`src/rtl/bsl_pkg.sv`:
```
package bsl_pkg;
  typedef struct packed {
    logic loadNow;
    logic setAll;
    logic setVal;
    logic selWrite;
  } bsl_strobe_t;
endpackage

```
`src/rtl/bsl_ctrl.sv`:
```
module bsl_ctrl
  import bsl_pkg::*;
(
  input  logic        clk,
  input  logic        rstN,
  input  logic        loadN,
  input  logic        selWrEn,
  input  logic        setAllEn,
  input  logic        setAllVal,
  output bsl_strobe_t strb
);
  logic [1:0] loadSync;

  always_ff @(posedge clk) begin
    if (!rstN) loadSync <= 2'b11;
    else       loadSync <= {loadSync[0], loadN};
  end

  always_comb begin
    strb.loadNow  = ~loadSync[1];
    strb.setAll   = setAllEn;
    strb.setVal   = setAllVal;
    strb.selWrite = selWrEn & ~setAllEn;
  end

  AST_LOAD_LATENCY: assert property (@(posedge clk) disable iff (!rstN)
    strb.loadNow |-> ($past(loadN, 2) == 1'b0)) else $error("load latency");
endmodule

```
`src/rtl/bsl_datapath.sv`:
```
module bsl_datapath
  import bsl_pkg::*;
#(
  parameter int NUM_GROUPS = 4,
  parameter int GROUP_W    = 8,
  parameter int DATA_W     = 16,
  parameter int GRP_IDX_W  = 2
) (
  input  logic                                  clk,
  input  logic                                  rstN,
  input  bsl_strobe_t                           strb,
  input  logic [GRP_IDX_W-1:0]                  wrGroup,
  input  logic [GROUP_W-1:0]                    wrData,
  input  logic [NUM_GROUPS*GROUP_W*DATA_W-1:0]  bankA,
  input  logic [NUM_GROUPS*GROUP_W*DATA_W-1:0]  bankB,
  output logic [NUM_GROUPS*GROUP_W*DATA_W-1:0]  outBus
);
  localparam int NUM_CH = NUM_GROUPS * GROUP_W;
  localparam logic [DATA_W-1:0] RESET_CODE = DATA_W'(1) << (DATA_W - 1);

  logic [GROUP_W-1:0] selReg [NUM_GROUPS];
  logic [DATA_W-1:0]  outReg [NUM_CH];

  for (genvar g = 0; g < NUM_GROUPS; g++) begin : gSel
    always_ff @(posedge clk) begin
      if (!rstN)                                     selReg[g] <= '0;
      else if (strb.setAll)                          selReg[g] <= {GROUP_W{strb.setVal}};
      else if (strb.selWrite && wrGroup == GRP_IDX_W'(g)) selReg[g] <= wrData;
    end

    AST_SET_ALL: assert property (@(posedge clk) disable iff (!rstN)
      strb.setAll |=> (selReg[g] == {GROUP_W{$past(strb.setVal)}})) else $error("set all");
    AST_GROUP_WRITE: assert property (@(posedge clk) disable iff (!rstN)
      (strb.selWrite && wrGroup == GRP_IDX_W'(g)) |=> (selReg[g] == $past(wrData))) else $error("group write");
  end

  for (genvar c = 0; c < NUM_CH; c++) begin : gCh
    localparam int GI = c / GROUP_W;
    localparam int BI = c % GROUP_W;
    always_ff @(posedge clk) begin
      if (!rstN)             outReg[c] <= RESET_CODE;
      else if (strb.loadNow) outReg[c] <= selReg[GI][BI] ? bankB[c*DATA_W +: DATA_W]
                                                         : bankA[c*DATA_W +: DATA_W];
    end
    assign outBus[c*DATA_W +: DATA_W] = outReg[c];

    AST_HOLD_IDLE: assert property (@(posedge clk) disable iff (!rstN)
      !strb.loadNow |=> $stable(outBus[c*DATA_W +: DATA_W])) else $error("hold");
  end
endmodule

```
`src/rtl/bank_select_load.sv`:
```
module bank_select_load
  import bsl_pkg::*;
#(
  parameter int NUM_GROUPS = 4,
  parameter int GROUP_W    = 8,
  parameter int DATA_W     = 16,
  parameter int GRP_IDX_W  = (NUM_GROUPS > 1) ? $clog2(NUM_GROUPS) : 1
) (
  input  logic                                 clk,
  input  logic                                 rstN,
  input  logic [NUM_GROUPS*GROUP_W*DATA_W-1:0] bankAIn,
  input  logic [NUM_GROUPS*GROUP_W*DATA_W-1:0] bankBIn,
  input  logic                                 selWrEn,
  input  logic [GRP_IDX_W-1:0]                 selWrGroup,
  input  logic [GROUP_W-1:0]                   selWrData,
  input  logic                                 setAllEn,
  input  logic                                 setAllVal,
  input  logic                                 loadN,
  output logic [NUM_GROUPS*GROUP_W*DATA_W-1:0] dacOut
);
  bsl_strobe_t strb;

  bsl_ctrl uCtrl (
    .clk(clk), .rstN(rstN), .loadN(loadN), .selWrEn(selWrEn),
    .setAllEn(setAllEn), .setAllVal(setAllVal), .strb(strb)
  );

  bsl_datapath #(
    .NUM_GROUPS(NUM_GROUPS), .GROUP_W(GROUP_W), .DATA_W(DATA_W), .GRP_IDX_W(GRP_IDX_W)
  ) uData (
    .clk(clk), .rstN(rstN), .strb(strb), .wrGroup(selWrGroup), .wrData(selWrData),
    .bankA(bankAIn), .bankB(bankBIn), .outBus(dacOut)
  );
endmodule

```
`config.mk`:
```
export PLATFORM = sky130hd
export DESIGN_NAME = bank_select_load
export DESIGN_NICKNAME = d
export VERILOG_FILES = /design/src/rtl/bsl_pkg.sv /design/src/rtl/bsl_ctrl.sv /design/src/rtl/bsl_datapath.sv /design/src/rtl/bank_select_load.sv
export SDC_FILE = /design/constraint.sdc
export NUM_CORES = 1
export LEC_CHECK = 0
export BUFFER_PORTS_ARGS = -buffer_cell sky130_fd_sc_hd__buf_2
export CELL_PAD_IN_SITES_DETAIL_PLACEMENT = 1
export CELL_PAD_IN_SITES_GLOBAL_PLACEMENT = 1
export CORE_AREA = 5 5 603 605
export CTS_CLUSTER_DIAMETER = 120
export DETAILED_ROUTE_END_ITERATION = 10
export DIE_AREA = 0 0 608 610
export PLACE_DENSITY_LB_ADDON = 0.1
export SYNTH_ARGS = -nofsm -noshare
export SYNTH_HDL_FRONTEND = slang
export SYNTH_SLANG_ARGS = --single-unit
```
`constraint.sdc`:
```
create_clock -name clk -period 19.7 [get_ports clk]
set_input_delay 2.955 -clock clk [delete_from_list [all_inputs] [get_ports clk]]
set_output_delay 2.955 -clock clk [all_outputs]
set_load 0.03 [all_outputs]
```
==> results.md <==
* Result of the run: completed
* Worst flop-to-flop path startpoint: uCtrl.loadSync[1]
* Number of setup violations in the final report at 0
* Start point of the worst min-delay path: uCtrl.loadSync[0]
* Placement Setup Slack at about 13 ns
* Final Hold Violating Endpoints at 0
* Final worst path period need at 5.72 ns
* Number of max-cap violations at 0
* Number of top-level pins at approximately 1,600
* Total power per unit cell area at 90.2 nW/µm²
* Cell repeated most along the worst path: buf_4
* Via density per instance at 2.62
* Worst Path Required at 20.12 ns
* CTS H-tree lvls at 3
* Most instantiated flip-flop cell in the synthesis netlist: edfxtp_1
* Total Nets Final at 4,369
* Sum of net half-perimeters after detailed placement at 189,000 µm
* Global-route wire length before repair at 276,000 µm
* Total Die Area at 371,000 µm²
* Post-synthesis sequential element count at 546
* Total negative setup slack at 0 ns
* Antenna-violating nets left at 0
* Longest Clk Path Bufs at 4
* Post-synth net total at between 2,000 and 3,000
* Leakage at 16.7 nW
* Final weighted congestion of routability-driven global placement at about 0.78
* Top fanout value on the critical path at 63
* Share of flip-flops with an asynchronous set or reset after synthesis at 0%
* Core box area at 358,000 µm²
* Unrepaired setup endpoints after global routing: no
* Worst vdd rail ir drop at 0.0555 mV
* Number of distinct library cells after synthesis at 16
* CTS clk-pin slew, worst paths at about 0.050 ns
* Sequential area share after synthesis at 66.8%
* Detailed-routed wire length on met3 at about 16,000 µm
* CTS tree: built
* Utilization after layout at about 11%
* Antenna violations before repair at ~180
* Cell types with the highest counts after synthesis: edfxtp_1, mux2i_1, nor2_1
* Worst hold slack after final layout at 0.417 ns
* Cell taking the most area after synthesis: edfxtp_1
* Count of unresolved DRC violations after routing at 0
* Launch point of the critical path: rstN
* Cells along the critical path: buf_2 > nand2_4 > buf_4 > buf_4 > buf_4
* Top routing layer in use: met5
* Biggest area contributors in the synthesized netlist: edfxtp_1, mux2i_1, nor2_1, buf_2, buf_6
* Clock Root Buffer: clkbuf_16
* Register area at 16,400 µm²
* Count of input and output buffers at between 1,500 and 2,000
* Iteration-0 DRC Markers at 865
* Period utilisation layout at 29.0%
* TritonRoute pass-1 iters at 5
* Number of buffers inserted to repair setup after CTS at 0
* Largest net degree at the start of global routing at 141
* GRT Residual Overflow at 0
* Relative max-transition margin at 25.4%
* Post-Route M1 WL at 87,400 µm
* Post-synth top area share at between 60 and 70%
* Count of pins over their slew limit at 0
* Synthesized area per cell at 13.9 µm²
* Slowest stage cell on the critical path: buf_4
* Count of synthesis-stage warnings from yosys at 0
* Global-route total usage across every layer at 11.5%
* Worst setup slack after layout at 13.98 ns
* DRT Wirelength at 222,000 µm
* Slowest stage delay, CP at 0.80 ns
* Synthesized cell area at 24,500 µm²
* Setup CP Type: in2reg
* Cell row count at 220
* Number of filler instances in the final layout at 41,780
* Worst-Margin Slew at 1.12 ns
* Achievable frequency at between 150 and 200 MHz
* Dpl cell area at between 30,000 and 40,000 µm²
* Area taken by multi-input logic gates at ~7400 µm²
* Share of layout cells above drive strength 1 at 51.1%
* Layout Skew at 0.0391 ns
* Worst-Skew Late Latency at slightly below 0.8 ns
* Total chip power at approximately 3.7 mW
* Number of standard cells after synthesis at 1,761
* Hold-fix buffer count after cts at 0
* Critical path endpoint category: flip-flop
* Initial Util at 6.85%
* Final Non-Filler Cells at 8,186
* CTS Buf Count at 92
* Number of instances resized during post-cts repair at 0
* Vias in the first global route at 23,481
* Vert. Die Dim at 610 µm
* Final Instance Area at 40,900 µm²
* Arr. time, crit path at 6.14 ns
* Cells after DPL at between 8,000 and 9,000
* Number of vias after detailed routing at 21,424
* Dominant cell by count in the synthesized netlist: edfxtp_1
* Element type at the critical path start: input pin
* Die width at 608 µm
* Number of enable-type register cells in the synthesized netlist at 544
* Sinks on Clock Net at 546
* Syn-to-layout area delta at 67.0%
* Wire length on met2 at 114,000 µm
* Worst min-delay path class: reg2reg
* WL/cell at approximately 27 µm
==> critical path, delay by kind of cell <==
family,cells,cell delay [ns]
buffers and inverters,4,2.31
and+or+nand+nor,1,0.64
==> placed cells by master (no fill, tap or decap), types with 10 or more instances in the layout <==
cell and count:
mux2i_1 512, nand2_1 40, o21ai_0 32, buf_2 1551, buf_4 50, nor2_1 480
diode_2 18, edfxtp_1 544, clkbuf_1 13, clkinv_1 19, clkinv_2 14, clkbuf_16 92
nand2b_1 10, bufinv_16 11
==> registers in the layout, summed over array words and instances (netlist names) <==
name and flops:
uCtrl.loadSync 2, uData.selReg 32, uData.outReg 512
==> power breakdown <==
part / switching (mW) / internal (mW)
Sequential: 0.0304 / 1.35
Clock: 0.674 / 0.998
Combinational: 0.442 / 0.198
Total: 1.15 / 2.55
==> cell families (layout without fill, tap and decap cells) <==
group / Yosys count / in the layout / synth area share, %
buffers and inverters: 130 / 1764 / 3.13
AND/OR/NAND/NOR: 537 / 537 / 8.41
other: 0 / 18 / 0
flip-flops: 546 / 546 / 66.8
multiplexers: 512 / 512 / 20.9
AO/OA/AOI/OAI: 36 / 36 / 0.735
==> routing by layer <==
layer,vias up,global-route usage (%)
met5,-,0
met4,32,1.84
met3,412,3.85
met2,1054,21.0
met1,10394,13.0
li1,9532,-
==> worst paths after layout <==
path	endpoint	slack, ns	cells past startpoint
max	uData.outReg[1][70]	13.98	5
min	uCtrl.loadSync[1]	0.42	1
max reg2reg	uData.outReg[1][70]	15.98	4
min reg2reg	uCtrl.loadSync[1]	0.42	1
==> final cells by class <==
class | instances | area share [%]
timing repair buffer | 1603 | 20.0
inverter | 1 | 0.00917
multi-input combinational | 1085 | 18.1
clock buffer | 105 | 5.74
tap | 4773 | 14.6
sequential | 546 | 40.0
antenna | 18 | 0.110
clock inverter | 55 | 1.49
No activity file was read; power rests on OpenSTA's default activity.
